$ cat src/rtl/lfr_pkg.sv
package lfr_pkg;
  // Per-frame sample strobes, one clock wide each.
  typedef struct packed {
    logic pls;  // pulse slot centre
    logic vld;  // valid slot centre
    logic dat;  // data slot centre
  } lfr_strobe_t;
endpackage

$ cat src/rtl/lfr_sync.sv
module lfr_sync #(
  parameter int STAGES = 2
) (
  input  logic clk,
  input  logic rst_n,
  input  logic d,
  output logic q
);
  logic [STAGES-1:0] chain;

  always_ff @(posedge clk or negedge rst_n) begin
    if (!rst_n) chain <= '0;
    else        chain <= {chain[STAGES-2:0], d};
  end

  assign q = chain[STAGES-1];
endmodule

$ cat src/rtl/lfr_framer.sv
module lfr_framer
  import lfr_pkg::*;
#(
  parameter int SLOT_CLKS = 8,
  parameter int SLOTS     = 5
) (
  input  logic        clk,
  input  logic        rst_n,
  input  logic        line_s,
  output lfr_strobe_t stb,
  output logic        fclk_out,
  output logic        tx_trig
);
  localparam int FRAME_CLKS = SLOT_CLKS * SLOTS;
  localparam int HALF       = FRAME_CLKS / 2;
  localparam int MID        = SLOT_CLKS / 2;
  // Positions counted from the detected start edge (start slot = 0).
  localparam int P_POS      = SLOT_CLKS + MID;
  localparam int V_POS      = 2 * SLOT_CLKS + MID;
  localparam int D_POS      = 3 * SLOT_CLKS + MID;
  localparam int CNT_W      = $clog2(FRAME_CLKS) + 1;
  localparam logic [CNT_W-1:0] CNT_MAX = '1;

  logic             line_d;
  logic             armed;
  logic [CNT_W-1:0] cnt;
  logic             fclk_q;
  logic             trig_q;
  logic             start_edge;

  assign start_edge = line_s & ~line_d & armed;

  always_ff @(posedge clk or negedge rst_n) begin
    if (!rst_n) begin
      line_d <= 1'b0;
      armed  <= 1'b1;
      cnt    <= CNT_MAX;
      fclk_q <= 1'b0;
      trig_q <= 1'b0;
    end else begin
      line_d <= line_s;
      trig_q <= !start_edge && (cnt == CNT_W'(HALF - 1));
      if (start_edge) begin
        cnt    <= CNT_W'(1);
        armed  <= 1'b0;
        fclk_q <= 1'b1;
      end else begin
        if (cnt != CNT_MAX)       cnt    <= cnt + CNT_W'(1);
        if (cnt == CNT_W'(D_POS)) armed  <= 1'b1;
        if (cnt == CNT_W'(HALF))  fclk_q <= 1'b0;
      end
    end
  end

  assign stb.pls = (cnt == CNT_W'(P_POS));
  assign stb.vld = (cnt == CNT_W'(V_POS));
  assign stb.dat = (cnt == CNT_W'(D_POS));
  assign fclk_out = fclk_q;
  assign tx_trig  = trig_q;
endmodule

$ cat src/rtl/lfr_deser.sv
module lfr_deser
  import lfr_pkg::*;
#(
  parameter int WORD_BITS = 30
) (
  input  logic                 clk,
  input  logic                 rst_n,
  input  logic                 line_s,
  input  lfr_strobe_t          stb,
  input  logic                 word_ready,
  output logic                 pulse_out,
  output logic [WORD_BITS-1:0] word_data,
  output logic                 word_valid,
  output logic                 overflow
);
  localparam int BCNT_W = $clog2(WORD_BITS + 1);
  localparam logic [BCNT_W-1:0] LAST = BCNT_W'(WORD_BITS - 1);

  logic                 pls_q;
  logic                 vld_q;
  logic [WORD_BITS-1:0] shreg;
  logic [BCNT_W-1:0]    bcnt;
  logic [WORD_BITS-1:0] out_q;
  logic                 out_v;
  logic                 ovf_q;
  logic                 slot_free;

  assign slot_free = !out_v || word_ready;

  always_ff @(posedge clk or negedge rst_n) begin
    if (!rst_n) begin
      pls_q <= 1'b0;
      vld_q <= 1'b0;
      shreg <= '0;
      bcnt  <= '0;
      out_q <= '0;
      out_v <= 1'b0;
      ovf_q <= 1'b0;
    end else begin
      if (stb.pls) pls_q <= line_s;
      if (stb.vld) vld_q <= line_s;
      if (out_v && word_ready) out_v <= 1'b0;
      if (stb.dat) begin
        if (!vld_q) begin
          bcnt <= '0;
        end else if (bcnt == LAST) begin
          bcnt <= '0;
          if (slot_free) begin
            out_q <= {shreg[WORD_BITS-2:0], line_s};
            out_v <= 1'b1;
          end else begin
            ovf_q <= 1'b1;
          end
        end else begin
          shreg <= {shreg[WORD_BITS-2:0], line_s};
          bcnt  <= bcnt + BCNT_W'(1);
        end
      end
    end
  end

  assign pulse_out  = pls_q;
  assign word_data  = out_q;
  assign word_valid = out_v;
  assign overflow   = ovf_q;
endmodule

$ cat src/rtl/line_frame_rx.sv
module line_frame_rx
  import lfr_pkg::*;
#(
  parameter int SLOT_CLKS   = 8,
  parameter int SLOTS       = 5,
  parameter int WORD_BITS   = 30,
  parameter int SYNC_STAGES = 2
) (
  input  logic                 clk,
  input  logic                 rst_n,
  input  logic                 line_in,
  output logic                 pulse_out,
  output logic                 fclk_out,
  output logic                 tx_trig,
  output logic [WORD_BITS-1:0] word_data,
  output logic                 word_valid,
  input  logic                 word_ready,
  output logic                 overflow
);
  logic        line_s;
  lfr_strobe_t stb;

  lfr_sync #(.STAGES(SYNC_STAGES)) u_sync (
    .clk(clk), .rst_n(rst_n), .d(line_in), .q(line_s)
  );

  lfr_framer #(.SLOT_CLKS(SLOT_CLKS), .SLOTS(SLOTS)) u_framer (
    .clk(clk), .rst_n(rst_n), .line_s(line_s), .stb(stb),
    .fclk_out(fclk_out), .tx_trig(tx_trig)
  );

  lfr_deser #(.WORD_BITS(WORD_BITS)) u_deser (
    .clk(clk), .rst_n(rst_n), .line_s(line_s), .stb(stb),
    .word_ready(word_ready), .pulse_out(pulse_out),
    .word_data(word_data), .word_valid(word_valid), .overflow(overflow)
  );
endmodule

$ cat config.mk
export PLATFORM = sky130hd
export DESIGN_NAME = line_frame_rx
export DESIGN_NICKNAME = d
export VERILOG_FILES = /design/src/rtl/lfr_pkg.sv /design/src/rtl/lfr_sync.sv /design/src/rtl/lfr_framer.sv /design/src/rtl/lfr_deser.sv /design/src/rtl/line_frame_rx.sv
export SDC_FILE = /design/constraint.sdc
export NUM_CORES = 1
export LEC_CHECK = 0
export BUFFER_PORTS_ARGS = -buffer_cell sky130_fd_sc_hd__buf_4
export CAP_MARGIN = 20
export CORE_AREA = 4 4 84 86
export DETAILED_ROUTE_END_ITERATION = 10
export DIE_AREA = 0 0 88 90
export MAX_ROUTING_LAYER = met4
export PLACE_DENSITY = 0.74
export SLEW_MARGIN = 20
export SYNTH_ARGS = -nofsm -noshare
export SYNTH_HDL_FRONTEND = slang
export SYNTH_HIERARCHICAL = 1
export SYNTH_SLANG_ARGS = --single-unit
$ cat constraint.sdc
create_clock -name clk -period 5.8 [get_ports clk]
set_input_delay 0.87 -clock clk [delete_from_list [all_inputs] [get_ports clk]]
set_output_delay 0.87 -clock clk [all_outputs]
set_load 0.005 [all_outputs]
# Word level (Yosys, flattened, before mapping)
# Index checks and enable logic that the tools add are counted.
[classes]
n_addsub = 2
eq_ne = 6
n_mux = 13
bitwise_logic = 5
n_reduce_logical = 11
[op_table]
columns = ["op", "n"]
rows = [
  ["$eq A7 B5 Y1 const B", 3],
  ["$mux W7", 2],
  ["$mux W5", 2],
  ["$mux W1", 9],
  ["$reduce_and A4 Y1", 2],
  ["$add A7 B1 Y7 const B", 1],
  ["$eq A7 B4 Y1 const B", 1],
  ["$ne A7 B7 Y1 const B", 1],
  ["$reduce_bool A2 Y1", 3],
  ["$add A5 B1 Y5 const B", 1],
  ["$eq A5 B5 Y1 const B", 1],
  ["$not A1 Y1", 3],
  ["$reduce_and A3 Y1", 1],
  ["$and A1 B1 Y1", 2],
  ["$logic_and A1 B1 Y1", 2],
  ["$logic_not A1 Y1", 2],
  ["$logic_or A1 B1 Y1", 1],
]
[word_totals]
ff_bits = 81
inputBits = 4
output_inout_bits = 35
word_cells = 50

# Longest topological paths before layout
# Gate-level depths: netlist of the first run.
[logic_depth]
word_depth = 6
ltp_mapped = 9
ltp_nobuf = 7

# Hierarchy
# The synthesis of the first run kept the hierarchy.
[modules_own_cells]
columns = ["mod", "instances", "cells_per_inst", "area_per_inst_um2", "seq_area_each_um2"]
rows = [
  ["lfr_deser", 1, 162, 2756.4, 1701.6],
  ["lfr_framer", 1, 54, 549.3, 285.3],
  ["lfr_sync", 1, 2, 50.0, 50.0],
]

# Worst setup path before layout of the first run
# No wires, ideal clock.
[synth_timing]
path_type = "register to register"
start = "reg u_framer.cnt[2]"
end = "reg u_deser.out_q[0] (netlist: u_deser/word_data[0])"
setup_ps = 125
t_arrival_ps = 1829
t_required_ps = 5675
slack_ps = 3846
path_stages_with_launch = 8
path_buffers = 2
synth_period_minus_slack_ps = 1954
cell_sequence = "dfstp_2 nand4bb_1 nor2_1 buf_4 nand2_2 nor3_4 buf_6 mux2_4"
[synth_lines]
columns = ["element", "line_no", "rtl"]
rows = [
  ["start: declaration", "lfr_framer.sv:26", "logic [CNT_W-1:0] cnt;"],
  ["start signal: assignment", "lfr_framer.sv:48", "if (cnt != CNT_MAX) cnt <= cnt + CNT_W'(1);"],
  ["end signal: assignment", "lfr_deser.sv:49", "out_q <= {shreg[WORD_BITS-2:0], line_s};"],
  ["end: declaration", "lfr_deser.sv:23", "logic [WORD_BITS-1:0] out_q;"],
]

==> impl_results.md, run 1 <==
* Critical path's largest stage delay at approximately 760 ps
* RePlAce Congestion at roughly 0.9
* Commonest non-fill, non-tap cells in the layout: 73 x dfrtp_1, 39 x buf_4, 31 x mux2_2
* Syn avg cell area at 15.39 sq um
* Drt drc at 0
* Critical path arrival at 3310 ps
* Number of flops mapped to enable cells by yosys at 0
* Post-synth top flop: dfrtp_1
* Core ar. at 0.006277 sq mm
* H-tree depth at 3
* Global-route wire length before repair at 8.673 mm
* Final Util at between 60% and 70%
* Wire length per cell after detailed routing at between 15 and 20 um
* Final ANT Viol Nets at 0
* Die Ht at 90 um
* CP max-delay cell: nor3_4
* Hold Vio Cnt, Final at 0
* Kind of critical path: reg -> reg
* P&R area growth vs syn at 14.80%
* Place WS at 2671 ps
* Pwr Density at 318.6 mW/mm^2
* Register bit total from synthesis at 81
* Synth top area cells: dfrtp_1 54%, mux2_4 13%, mux2_2 10%
* Most common cell after layout, fill and taps aside: dfrtp_1
* Clock latency on the worst-skew pair at 330 ps
* Peak VDD IR at 0.0002447 V
* DRT Pass-1 Iters at 4
* Worst-path clk slew at 70 ps
* Status: finished clean
* Input/output buffers at 38
* Initial core utilization at 53.46%
* Overall Power at 1.227 mW
* Row cnt at 29
* Minimum clock period at 3103 ps
* Post-CTS sizing at 0
* Async SR Flop Fraction at 100.0%
* NumNets Final at 269
* Post-CTS Repair Setup Buffers at 0
* Cell taking the most area after synthesis: dfrtp_1
* Startpoint types: flip-flop
* Clock sinks at 81
* GRT Resource Usage Total at 14.29%
* Antenna diodes at 0
* Final wirelength at 5.220 mm
* Root Buffer: clkbuf_8
* Fin. max-slew vios at 0
* Critical path, cell by cell: nand4bb_1, nor2_1, nand2_2, nor3_4, buf_4, mux2_4
* Synth Net Count at around 230
* Static Leak at 1.901 nW
* Slew of the pin with the lowest slew margin at 958.0 ps
* Fin Setup TNS at 0 ps
* Synth cell types at 42
* Mapped Area at 0.003356 sq mm
* Drt first-iter violations at a little under 60
* Total placed instance area at 0.003681 sq mm
* Die area at 0.007920 sq mm
* Worst Path Max Fanout at 17
* Period Utilization, post-route at 53.51%
* Total number of vias at 1807
* Register area share after synthesis at 60.70%
* Initial antenna violation count at 0
* R2r worst-path depth at 6
* Setup violators final at 0
* Crit. End Element: flip-flop
* Worst hold path class: reg -> reg
* Layout cells sized above 1 at 48.09%
* Worst rel slew slack at 36.13%
* Number of fill cells at 491
* Synth warnings at 6
* Maximum clock path buffer count at 2
* Mapped Cells at ~220
* Largest net degree at the start of global routing at 82
* Final instance area at roughly 0.0039 sq mm
* Required @ worst endpoint at 6010 ps
* TritonCTS buffer count at 9
* RSZ-0062 raised after global routing: false
* Num ports at 39
* GRT overflow at 0
* Hold path cells at 0
* Fin worst setup slack at 2697 ps
* Die Wd at between 80 and 90 um
* Max Cap Viol at 0
* Area share of the largest cell type after synthesis at 54.44%
* Clock skew at 6.350 ps
* Via/cell ratio at approximately 5.3
* Fmax at 322.2 MHz
* Vias in the first global route at 1797
* Post-DP HPWL at 3.524 mm
* Hold buffers post-CTS at 0
* CTS tree: built
==> worst max-delay path: cells and delay by family (launching register included) <==
family                 cells  cell delay [ps]
and+or+nand+nor            4             1620
buffers and inverters      1              440
DFF                        1              580
muxes                      1              330
==> synth_stat cells, types with 2 or more instances <==
library cell  number
and2_1             2
o22ai_1            2
nand2b_1           2
mux2_4            30
a21oi_1            5
ha_1               4
o21ai_0            2
buf_4              4
nand2_1            5
nand4_1            2
dfrtp_1           73
o21ai_1            3
a31oi_1            2
nor2_1             5
and4_1             2
inv_1              6
mux2_2            31
nand3_1            4
buf_6              3
dfstp_2            8
nor3_1             2
==> path summary, 6_finish.rpt <==
check / startpoint / end / slack, ps
worst min register to register: u_sync/chain[0] / u_sync/chain[1] / 360
min in group asynchronous: rst_n / u_deser/word_data[24] / 710
worst max register to register: u_framer/cnt[2] / u_deser/word_data[23] / 2700
worst max-delay path: u_framer/cnt[2] / u_deser/word_data[23] / 2700
max in group asynchronous: rst_n / u_deser/word_data[3] / 4500
worst min-delay path: u_sync/chain[0] / u_sync/chain[1] / 360
==> per-stage QoR <==
step | instances | hold slack (ps)
final | 339 | 356.8
after global routing | 339 | 383.1
after CTS | 339 | 359.7
after detailed placement | 327 | 343.2
after global placement | 327 | 331.6
after floorplan | 218 | 331.2
==> layout make-up <==
class                           instances  area, sq um  share of cell area [%]
Clock inverter                          1        30.03                  0.7795
Tap cell                               77        96.34                   2.501
Timing Repair Buffer                   39        292.8                   7.600
Multi-Input combinational cell        124         1232                   31.99
Inverter                                6        22.52                  0.5846
Sequential cell                        81         2037                   52.87
Clock buffer                           11        141.4                   3.670
==> power breakdown <==
group          switching (mW)  total (mW)  internal, mW  leakage, nW
logic                  0.0884       0.166        0.0779        0.729
clock network           0.171       0.373         0.202       0.0872
registers              0.0546       0.688         0.633         1.08
total                   0.314        1.23         0.913         1.90
==> layer usage <==
metal / GRT usage, % / share of wire, %
met2: 19.79 / 47
met4: 6.650 / 0.57
met5: - / 0
met1: 19.70 / 47
met3: 3.565 / 4.7
==> sequential cells by signal (all words and copies together) (netlist names) <==
name                flops
u_deser/overflow        1
u_deser/pulse_out       1
u_sync/chain            2
u_framer/fclk_out       1
u_framer/armed          1
u_deser/shreg          29
u_deser/word_data      30
u_framer/line_d         1
u_deser/vld_q           1
u_deser/bcnt            5
u_framer/cnt            7
u_deser/word_valid      1
u_framer/tx_trig        1
==> cell families (layout without fill, tap and decap cells) <==
| kind of cell | Yosys count | in the layout | share of synthesized area [%] |
|---|---|---|---|
| xor gates and xnor gates | 1 | 1 | 0.2610 |
| adders and majority gates | 4 | 4 | 1.491 |
| buffers and inverters | 13 | 57 | 2.573 |
| muxes | 62 | 62 | 24.12 |
| and+or+nand+nor | 37 | 37 | 7.160 |
| DFF | 81 | 81 | 60.70 |
| AOI/OAI and AO/OA | 20 | 20 | 3.691 |
Note: power is estimated with default switching activity, not from simulation.
==> run 2: changes to the inputs <==
- clock period: 5.8 -> 3.1 ns (I/O delays scaled with it)
==> impl_results.md, run 2 (synthesized netlist as in run 1, its figures left out) <==
* Clock latency on the worst-skew pair at 340 ps (was 330 ps)
* Crit. End Element: flip-flop (unchanged)
* Fin. max-slew vios at 0 (unchanged)
* P&R area growth vs syn at 18.31% (was 14.80%)
* Layout cells sized above 1 at 50.00% (was 48.09%)
* TritonCTS buffer count at 9 (unchanged)
* NumNets Final at 273 (was 269)
* Worst flop-to-flop path endpoint: u_deser/bcnt[2] (was u_deser/word_data[23])
* Core ar. at 0.006277 sq mm (unchanged)
* Commonest non-fill, non-tap cells in the layout: 73 x dfrtp_1, 42 x buf_4, 31 x mux2_2 (was 73 x dfrtp_1, 39 x buf_4, 31 x mux2_2)
* Minimum clock period at 2441 ps (was 3103 ps)
* Period Utilization, post-route at 78.75% (was 53.51%)
* Antenna diodes at 0 (unchanged)
* Status: finished clean (unchanged)
* Total number of vias at 1838 (was 1807)
* Drt drc at 0 (unchanged)
* Post-CTS Repair Setup Buffers at 0 (unchanged)
* Worst Path Max Fanout at 30 (was 17)
* Worst hold path class: in -> async (was reg -> reg)
* Static Leak at 1.964 nW (was 1.901 nW)
* Die area at 0.007920 sq mm (unchanged)
* Post-DP HPWL at 3.536 mm (was 3.524 mm)
* Final Util at 63.25% (was 61.37%)
* Post-CTS sizing at 0 (unchanged)
* Crit path from: u_framer/cnt[0] (was u_framer/cnt[2])
* Most common cell after layout, fill and taps aside: dfrtp_1 (unchanged)
* DRT Pass-1 Iters at 5 (was 4)
* Worst-path clk slew at 80 ps (was 70 ps)
* Global-route wire length before repair at 9.425 mm (was 8.673 mm)
* Final wirelength at 5.481 mm (was 5.220 mm)
* Largest net degree at the start of global routing at 82 (unchanged)
* Drt first-iter violations at 64 (was 58)
* Number of fill cells at 474 (was 491)
* Via/cell ratio at 5.297 (was 5.330)
* Row cnt at 29 (unchanged)
* RePlAce Congestion at 0.7918 (was 0.8837)
* Hold Vio Cnt, Final at 0 (unchanged)
* Max reg flops at 30 (unchanged)
* Initial antenna violation count at 0 (unchanged)
* Input/output buffers at 38 (unchanged)
* R2r worst-path depth at 8 (was 6)
* Maximum clock path buffer count at 2 (unchanged)
* Fmax at 409.6 MHz (was 322.2 MHz)
* Flop2flop setup slack at 660 ps (was 2700 ps)
* R2r startpoint: u_framer/cnt[0] (was u_framer/cnt[2])
* Die Wd at 88 um (unchanged)
* Hold Slack at 12.98 ps (was 356.8 ps)
* Die Ht at 90 um (unchanged)
* Final ANT Viol Nets at 0 (unchanged)
* Wire length per cell after detailed routing at 15.80 um (was 15.40 um)
* Worst rel slew slack at 52.65% (was 36.13%)
* Setup violators final at 0 (unchanged)
* GRT Resource Usage Total at 15.73% (was 14.29%)
* Num ports at 39 (unchanged)
* Place WS at 733.1 ps (was 2671 ps)
* Startpoint types: flip-flop (unchanged)
* Clock skew at 6.199 ps (was 6.350 ps)
* Clock sinks at 81 (unchanged)
* RSZ-0062 raised after global routing: false (unchanged)
* Fin worst setup slack at 658.9 ps (was 2697 ps)
* H-tree depth at 3 (unchanged)
* Root Buffer: clkbuf_8 (unchanged)
* Required @ worst endpoint at 3340 ps (was 6010 ps)
* Hold buffers post-CTS at 0 (unchanged)
* Fin Setup TNS at 0 ps (unchanged)
* Initial core utilization at 53.46% (unchanged)
* Kind of critical path: reg -> reg (unchanged)
* Max Cap Viol at 0 (unchanged)
* Pwr Density at 624.7 mW/mm^2 (was 318.6 mW/mm^2)
* Vias in the first global route at 1959 (was 1797)
* GRT overflow at 0 (unchanged)
* Slew of the pin with the lowest slew margin at 709.4 ps (was 958.0 ps)
* Peak VDD IR at 0.0004175 V (was 0.0002447 V)
* CTS tree: built (unchanged)
* Critical path arrival at 2680 ps (was 3310 ps)
-- run 2: changes by cell type in the layout (fill, tap and decap cells not counted) --
| cell | change |
|---|---|
| clkinv_2 | +1 |
| bufinv_16 | +1 |
| clkbuf_8 | +2 |
| clkinv_4 | +1 |
| buf_16 | +1 |
| clkbuf_1 | -1 |
| buf_4 | +3 |
-- run 2: cell type report --
type | instances | area [sq um] | area share [%]
sequential | 81 | 2037 | 51.31
multi-input combinational | 124 | 1232 | 31.04
timing repair buffer | 43 | 342.8 | 8.635
clock buffer | 12 | 165.2 | 4.160
tap | 77 | 96.34 | 2.427
clock inverter | 4 | 73.82 | 1.859
inverter | 6 | 22.52 | 0.5673
-- run 2: worst max-delay path by stage --
stage | slack, ps | cells past startpoint | to
final | 660 | 8 | u_deser/bcnt[2]
after global routing | 430 | 8 | u_deser/bcnt[2]
after CTS | 640 | 8 | u_deser/bcnt[2]
after detailed placement | 730 | 8 | u_deser/bcnt[2]
after global placement | 790 | 6 | u_deser/bcnt[2]
after floorplan | 1150 | 7 | u_deser/word_data[0]
-- run 2: metal layers --
| metal | wire length (um) | up-vias | track usage, % |
|---|---|---|---|
| met5 | 0 | - | - |
| met3 | 228 | 6 | 3.565 |
| met4 | 55 | 0 | 7.033 |
| met2 | 2627 | 42 | 22.74 |
| li1 | - | 878 | - |
| met1 | 2569 | 912 | 21.11 |
-- run 2: metrics by stage --
stage	cells	power (mW)	cell area (sq um)
3_5_place_dp	330	1.614	3704
2_1_floorplan	218	1.505	3356
6_report	347	2.480	3970
3_3_place_gp	330	1.601	3704
5_1_grt	347	2.616	3970
4_1_cts	346	2.503	3943
-- run 2: worst max-delay path, stage by stage, from the launching register on --
cell,delay [ps]
dfstp_2,390
inv_1,80
ha_1,160
nand4bb_1,180
nor2_1,180
buf_4,180
nand3_2,560
buf_4,390
o311ai_1,210
-- run 2: power by group --
group / leakage (nW) / internal, mW / switching, mW
combinational: 0.757 / 0.152 / 0.166
clock: 0.123 / 0.520 / 0.358
sequential: 1.08 / 1.18 / 0.100
total: 1.96 / 1.86 / 0.624
